==> src/rtl/irq_agg_pkg.sv <==
package irq_agg_pkg;
  localparam int DW     = 32;
  localparam int NGRP   = 11;
  localparam int NSUM   = DW - 1;
  localparam int EN_BIT = DW - 1;
  localparam int AW     = 8;
  localparam int MST_SEL = NGRP;

  // group feeding summary bit m, -1 when unrouted
  function automatic int route_grp(int m);
    case (m)
      0, 1:    return 0;
      2, 3:    return 1;
      4:       return 2;
      6:       return 3;
      16:      return 4;
      17:      return 5;
      18:      return 6;
      20:      return 7;
      22:      return 8;
      30:      return 9;
      23:      return 10;
      default: return -1;
    endcase
  endfunction

  function automatic logic [DW-1:0] route_msk(int m);
    case (m)
      0, 2, 4, 6: return {{(DW/2){1'b0}}, {(DW/2){1'b1}}};
      1, 3:       return {{(DW/2){1'b1}}, {(DW/2){1'b0}}};
      default:    return '1;
    endcase
  endfunction
endpackage

==> src/rtl/irq_grp.sv <==
module irq_grp
  import irq_agg_pkg::*;
(
  input  logic          clk_i,
  input  logic          rst_ni,
  input  logic          we_msk_i,
  input  logic          we_ena_i,
  input  logic          we_idn_i,
  input  logic [DW-1:0] wdata_i,
  input  logic [DW-1:0] evt_i,
  output logic [DW-1:0] msk_o,
  output logic [DW-1:0] ena_o,
  output logic [DW-1:0] idn_o,
  output logic [DW-1:0] pend_o
);
  logic [DW-1:0] msk_q, ena_q, idn_q, clr, idn_d;

  assign clr   = we_idn_i ? wdata_i : '0;
  // new events win over a same-cycle clear
  assign idn_d = (idn_q & ~clr) | (evt_i & ~msk_q);

  always_ff @(posedge clk_i or negedge rst_ni) begin
    if (!rst_ni) begin
      msk_q <= '0;
      ena_q <= '0;
      idn_q <= '0;
    end else begin
      if (we_msk_i) msk_q <= wdata_i;
      if (we_ena_i) ena_q <= wdata_i;
      idn_q <= idn_d;
    end
  end

  assign msk_o  = msk_q;
  assign ena_o  = ena_q;
  assign idn_o  = idn_q;
  assign pend_o = idn_q & ena_q;
endmodule

==> src/rtl/irq_master.sv <==
module irq_master
  import irq_agg_pkg::*;
(
  input  logic                     clk_i,
  input  logic                     rst_ni,
  input  logic                     we_i,
  input  logic                     en_wr_i,
  input  logic [NGRP-1:0][DW-1:0]  pend_i,
  output logic                     en_o,
  output logic [NSUM-1:0]          sum_o,
  output logic                     irq_o
);
  logic [NSUM-1:0] fresh, sum_q, sum_d;
  logic            en_q, irq_q;

  for (genvar m = 0; m < NSUM; m++) begin : g_route
    localparam int G = route_grp(m);
    if (G >= 0) begin : g_on
      assign fresh[m] = |(pend_i[G] & route_msk(m));
    end else begin : g_off
      assign fresh[m] = 1'b0;
    end
  end

  // recompute only while globally enabled
  assign sum_d = en_q ? fresh : sum_q;

  always_ff @(posedge clk_i or negedge rst_ni) begin
    if (!rst_ni) begin
      en_q  <= 1'b0;
      sum_q <= '0;
      irq_q <= 1'b0;
    end else begin
      if (we_i) en_q <= en_wr_i;
      sum_q <= sum_d;
      irq_q <= en_q & (|sum_d);
    end
  end

  assign en_o  = en_q;
  assign sum_o = sum_q;
  assign irq_o = irq_q;
endmodule

==> src/rtl/irq_agg_top.sv <==
module irq_agg_top
  import irq_agg_pkg::*;
(
  input  logic                    clk_i,
  input  logic                    rst_ni,
  input  logic                    bus_we_i,
  input  logic [AW-1:0]           bus_addr_i,
  input  logic [DW-1:0]           bus_wdata_i,
  output logic [DW-1:0]           bus_rdata_o,
  input  logic [NGRP-1:0][DW-1:0] raw_i,
  input  logic [NGRP-1:0][DW-1:0] evt_i,
  output logic                    irq_o
);
  localparam logic [1:0] OFS_STA = 2'd0;
  localparam logic [1:0] OFS_MSK = 2'd1;
  localparam logic [1:0] OFS_IDN = 2'd2;
  localparam logic [1:0] OFS_ENA = 2'd3;

  logic [3:0] sel;
  logic [1:0] ofs;
  logic [NGRP-1:0][DW-1:0] msk_w, ena_w, idn_w, pend_w;
  logic [NSUM-1:0] sum_w;
  logic en_w, mst_we;

  assign sel = bus_addr_i[7:4];
  assign ofs = bus_addr_i[3:2];

  for (genvar g = 0; g < NGRP; g++) begin : g_grp
    logic hit;
    assign hit = bus_we_i && (sel == 4'(g));
    irq_grp u_grp (
      .clk_i    (clk_i),
      .rst_ni   (rst_ni),
      .we_msk_i (hit && ofs == OFS_MSK),
      .we_ena_i (hit && ofs == OFS_ENA),
      .we_idn_i (hit && ofs == OFS_IDN),
      .wdata_i  (bus_wdata_i),
      .evt_i    (evt_i[g]),
      .msk_o    (msk_w[g]),
      .ena_o    (ena_w[g]),
      .idn_o    (idn_w[g]),
      .pend_o   (pend_w[g])
    );
  end

  assign mst_we = bus_we_i && sel == 4'(MST_SEL) && ofs == 2'd0;

  irq_master u_mst (
    .clk_i   (clk_i),
    .rst_ni  (rst_ni),
    .we_i    (mst_we),
    .en_wr_i (bus_wdata_i[EN_BIT]),
    .pend_i  (pend_w),
    .en_o    (en_w),
    .sum_o   (sum_w),
    .irq_o   (irq_o)
  );

  always_comb begin
    bus_rdata_o = '0;
    if (sel < 4'(NGRP)) begin
      case (ofs)
        OFS_STA: bus_rdata_o = raw_i[sel];
        OFS_MSK: bus_rdata_o = msk_w[sel];
        OFS_IDN: bus_rdata_o = idn_w[sel];
        default: bus_rdata_o = ena_w[sel];
      endcase
    end else if (sel == 4'(MST_SEL) && ofs == 2'd0) begin
      bus_rdata_o = {en_w, sum_w};
    end
  end
endmodule

==> config.mk <==
export PLATFORM = sky130hd
export DESIGN_NAME = irq_agg_top
export DESIGN_NICKNAME = d
export VERILOG_FILES = /design/src/rtl/irq_agg_pkg.sv /design/src/rtl/irq_grp.sv /design/src/rtl/irq_master.sv /design/src/rtl/irq_agg_top.sv
export SDC_FILE = /design/constraint.sdc
export NUM_CORES = 2
export LEC_CHECK = 0
export ABC_AREA = 1
export BUFFER_PORTS_ARGS = -buffer_cell sky130_fd_sc_hd__buf_4
export CORE_MARGIN = 4
export CORE_UTILIZATION = 45
export CTS_BUF_LIST = sky130_fd_sc_hd__clkbuf_8
export DETAILED_ROUTE_END_ITERATION = 6
export PLACE_DENSITY = 0.62
export SKIP_CTS_REPAIR_TIMING = 1
export SLEW_MARGIN = 10
export SYNTH_ARGS = -nofsm -noshare
export SYNTH_HDL_FRONTEND = slang
export SYNTH_SLANG_ARGS = --single-unit
export TNS_END_PERCENT = 100
==> constraint.sdc <==
create_clock -name clk_i -period 2.9 [get_ports clk_i]
set_input_delay 0.725 -clock clk_i [delete_from_list [all_inputs] [get_ports clk_i]]
set_output_delay 0.725 -clock clk_i [all_outputs]
set_load 0.05 [all_outputs]
==> After elaboration in Yosys (flattened, before gate mapping) <==
Index checks and enable logic that the tools add are counted.
{ "totals": {"reg_bits": 1089, "input_bits": 747, "out_inout_bits": 33} }
{ "classes": {"n_lt_le_gt_ge": 2, "eq_ne": 14, "n_mux": 23, "n_bitwise": 67, "n_reduce_logical": 63} }
{ "ops": {"columns": ["operator", "n"], "rows": [
  ["$and 32x32->32", 31],
  ["$not 32->32", 22],
  ["$mux 32", 17],
  ["$bmux 32 s4", 4],
  ["$or 32x32->32", 11],
  ["$reduce_or 32->1", 7],
  ["$pmux 32 s3", 1],
  ["$reduce_or 16->1", 6],
  ["$logic_and 1x1->1", 47],
  ["$and 16x16->16", 2],
  ["$mux 31", 1],
  ["$reduce_or 31->1", 1],
  ["$eq 4x3->1 const B", 4],
  ["$eq 4x4->1 const B", 4],
  ["$eq 4x2->1 const B", 2],
  ["$lt 4x5->1 const B", 1],
  ["$eq 2x2->1 const B", 2],
  ["$eq 4x1->1 const B", 1],
  ["$logic_not 4->1", 1],
  ["$lt 4x4->1 const B", 1],
  ["$eq 2x1->1 const B", 1],
  ["$logic_not 2->1", 1],
  ["$and 1x1->1", 1]
]} }

==> Longest topological paths before layout <==
{ "depth": {"depth_word": 7, "ltp_mapped": 13, "mapped_depth_nobuf": 12} }

==> Hierarchy <==
Synthesis repeated with hierarchy kept, for this count alone.
{ "hier_totals": {"hier_cells": 9454, "hier_area_um2": 62469.9} }
{ "by_module_without_submodules": {"columns": ["mod", "instances", "cells_each", "area_each_um2"], "rows": [
  ["irq_grp", 11, 497, 4107.7],
  ["irq_agg_top", 1, 3572, 14919.3],
  ["irq_master", 1, 415, 2366.0]
]} }

==> Worst setup path after synthesis <==
OpenSTA, ideal clock, no wires.
{ "synth_timing": {"kind": "input to output", "from": "input bus_addr_i[4]", "to": "output bus_rdata_o[31]", "arrival_time_ps": 2359, "required_time_ps": 2175, "path_slack_ps": -184, "stages": 11, "path_buffers": 3, "cell_sequence": "buf_2 -> nand2_2 -> inv_2 -> buf_2 -> buf_2 -> a22oi_1 -> nand2_1 -> nand2_1 -> o21ai_0 -> o21ai_0 -> nand4_1"} }
{ "synth_via": {"elab_chain_cells": 4, "word_cells_on_any_way": 14, "cone_classes": "1 x order compare; 1 x eq/ne; 11 x mux; 1 x reduce/logical"} }
{ "synth_rtl": {"columns": ["element", "line_no", "text"], "rows": [
  ["from (decl)", "irq_agg_top.sv:7", "input logic [AW-1:0] bus_addr_i,"],
  ["$bmux 32 s4, or another cell as far along", "irq_agg_top.sv:66", "default: bus_rdata_o = ena_w[sel];"],
  ["$mux 32 (not written as such), or another cell as far along", "irq_agg_top.sv:66", null],
  ["$pmux 32 s3 / $mux 32 (equally long branches)", "irq_agg_top.sv:62, irq_agg_top.sv:68", null],
  ["$mux 32 *", "irq_agg_top.sv:61", "if (sel < 4'(NGRP)) begin"],
  ["to (decl)", "irq_agg_top.sv:9", "output logic [DW-1:0] bus_rdata_o,"]
]} }
Mark *: on every way between the ends. The rest lies on a longest branch, timed or not. The select of a mux whose other input is x is not followed.

==> Worst setup path in the final report <==
{ "layout_timing": {"from": "input bus_addr_i[4]", "to": "output bus_rdata_o[17]"} }
The elaborated chain is that of the path after synthesis.

==> flow_summary.ini <==
[sta]
tns_ps = -16760
max_freq_mhz = 280.9
period_minus_slack_ps = 3560
whs_ps = 11.88
finalSetupViolCount = 32
period_share_pct = 122.8
maxSlewHeadroom_pct = 44.58
slew_viol_final = 0
final.setup_skew_ps = 27.98
hold_viol = 0
worstMarginPinSlew_ps = 831.4
layout_setup_ws_ps = -660.3
rsz0062_at_grt = yes

[outcome]
violations = setup timing
outcome = finished, violations left

[route]
viasPerCell = 5.948
vias = 56609
drcViolationCount = 0
first_pass_iters = 6
drt_wl_total_um = 269300
ant_nets = 0
drt_iter0_markers = 7338
wl_per_cell_um = 28.29

[logic_synthesis]
synth_top_cell_by_area = dfrtp_1
synthXorXnorAreaFrac_pct = 0
synthSimpleGateAreaFrac_pct = 18.58
ys_seq_area_share_pct = 51.23
synthCells = 6768
synth_compound_area_share_pct = 22.97
synthAdderAreaFrac_pct = 0
ys_types = 30
netlist_top_cells_area = dfrtp_1 51%, nand2_1 15%, o21ai_1 8.8%
synth_flop_cell = dfrtp_1
synth_mux_area_share_pct = 0
synth_top_family_by_area = compound AO/OA/AOI/OAI gates
syn_area_um2 = 53190
syn-num-nets = 7515
synth_seq_cells = 1089
synth_top_cell_area_share_pct = 51.23
yosysWarnings = 0
synthArstFlopShare_pct = 100.0
syn_avg_cell_area_um2 = 7.860
synth_edf_count = 0

[die]
dieHeight_um = 351.8
fp.coreArea_um2 = 116800
rows = 125
ioPinCount = 780
initial_utilization_pct = 45.53
die_w_um = 351.8
die-area_um2 = 123800

[power_and_ir_drop]
p_per_area_nw_per_um2 = 558.7
switchingPower_uw = 12680
power_frac_comb_pct = 20.1
pwr-share-clk_pct = 35.3
swShare_pct = 31.99
power.total_uw = 39630
p_leak_uw = 0.03376
p_seq_share_pct = 44.6
ir_drop_mv = 0.5022
power.internal_uw = 26950

[cts]
clk_latency_ps = 920
clockRootBuffer = clkbuf_8
cts_max_level = 4
clock_path_buffers = 3
cts_tree = built
cts.clk_slew.worst_paths_ps = 60
cts.sinks = 1089
cts_buffers = 185

[global_route]
grt_max_degree = 97
first_global_vias = 52800
antenna_found_initial = 25
busiest_layer = met2
gr-usage-met2_pct = 60.56
grtUsageMet3_pct = 10.57
grt_pass1_wl_um = 368200
grt_util_met1_pct = 56.98
grt_overflow = 0
grt_usage_pct = 41.20

[placement]
hpwl_um = 199800
preCtsSetupSlack_ps = -974.8
port_buffers = 777
place_congestion = 1.018

[worst_setup_path]
path_common_cell = buf_12
crit_type = primary input to output pin
cpLargestDelayFamily = buffers and inverters
cp.required_ps = 2170
critical_path.cell_chain = buf_12 -> nor2_4 -> buf_12 -> buf_12 -> buf_12 -> a22oi_2 -> nand2_1 -> nand2_1 -> nand2_2 -> o21ai_2 -> buf_6 -> nand4_1 -> buf_6
critical_path_arrival_ps = 2840
end_kind = output pin
cp_slowest_stage_delay_ps = 420
crit_buf_inv = 6
start_kind = primary input
cp_max_fo = 9
slowest_stage = nand4_1

[cells_and_area]
multi_input_area_um2 = 23290
drive_gt1_share_pct = 24.27
nNetsFinal = 8582
regArea_um2 = 27250
nFillCells = 10719
area_delta_synth_final_pct = 33.33

[job]
cap_violations = 0

[worst_hold_path]
min_path_type = primary input to flip-flop
-- power groups by stage --
stage	Combinational, uW	Sequential (uW)	Clock [uW]
finish	7960	17700	14000
global route	8480	17800	14800
CTS	7250	17600	14000
detailed placement	7220	17900	0
global placement	7140	17800	0
floorplan	3540	17600	0
-- cell type report --
| cell class | count | share of cell area (%) |
|---|---|---|
| Timing Repair Buffer | 1353 | 17.94 |
| Timing Repair inverter | 2 | 0.03175 |
| Sequential cell | 1089 | 38.43 |
| Clock buffer | 236 | 4.580 |
| Clock inverter | 97 | 0.6351 |
| Tap cell | 1524 | 2.688 |
| Inverter | 519 | 2.830 |
| Multi-Input combinational cell | 4685 | 32.83 |
| Antenna cell | 12 | 0.04234 |
-- cells in the mapped netlist, types with 2 or more instances --
cell      number
nand4_1       43
o31ai_1        5
a22oi_1      492
nand3_1      140
o21ai_0      551
a22o_1         3
buf_2         83
buf_1         38
o22ai_1        3
a21oi_1      109
clkbuf_1     354
nand3b_1       5
clkinv_1       2
nor3_1         7
inv_1        508
nand2_2        8
or2_2          5
inv_2          9
nor2_1       125
o21ai_1      936
o221ai_1      39
nand2_1     2188
dfrtp_1     1089
o211ai_1      12
o21bai_1       3
nor2_2         7
-- final timing paths --
| path | startpoint | endpoint | slack (ps) | cells after the start |
|---|---|---|---|---|
| min reg2reg | g_grp[3].u_grp.msk_o[28]$_DFFE_PN0P_ | g_grp[3].u_grp.idn_o[28]$_DFF_PN0_ | 460 | 1 |
| max reg2reg | u_mst.en_o$_DFFE_PN0P_ | u_mst.irq_o$_DFF_PN0_ | 450 | 11 |
| min in group asynchronous | rst_ni | g_grp[5].u_grp.msk_o[9]$_DFFE_PN0P_ | 330 | 2 |
| max | bus_addr_i[4] | bus_rdata_o[17] | -660 | 13 |
| max in group asynchronous | rst_ni | g_grp[3].u_grp.ena_o[17]$_DFFE_PN0P_ | 1540 | 4 |
| min | evt_i[283] | g_grp[8].u_grp.idn_o[27]$_DFF_PN0_ | 10 | 3 |
-- state kept, by name, summed over array words and instances (netlist names) --
register	flops
u_mst.en_o	1
g_grp.u_grp.msk_o	352
g_grp.u_grp.ena_o	352
u_mst.irq_o	1
u_mst.sum_o	31
g_grp.u_grp.idn_o	352
-- cells in the final DEF, fill, tap and decap left out, types with 124 or more instances in the layout --
cell type	instances
o21ai_1	938
dfrtp_1	1086
buf_4	1117
clkbuf_8	236
a22oi_1	406
buf_12	137
nand2_1	2089
inv_1	564
o21ai_0	519
nand3_1	124
-- metal layers --
layer  share of wire, %  up-vias
met5              0.020        -
met4                5.9        8
met3                 12      664
met2                 43     3616
met1                 39    27482
li1                   -    24839
-- stage by stage --
step,instances,util [%],instance area (um^2)
after global placement,9092,55.28,64580
after CTS,9425,58.45,68280
final,9517,60.71,70930
after floorplan,6768,-,53550
after detailed placement,9092,55.28,64580
after global routing,9513,60.70,70920
-- worst register-to-register path, cell delays in order (launching register included) --
cell	delay [ps]
dfrtp_2	610
buf_12	280
nand2_1	130
nor2_1	270
nand2_1	90
nor2_1	220
buf_4	220
nand2_1	60
nor2_1	150
nand3_1	80
nor2_1	120
nor2_1	70
-- cells by family after synthesis --
logic type	Yosys count
and+or+nand+nor	2531
DFF	1089
AOI/OAI and AO/OA	2153
buffers and inverters	995
Power figures use the tool's default switching activity.
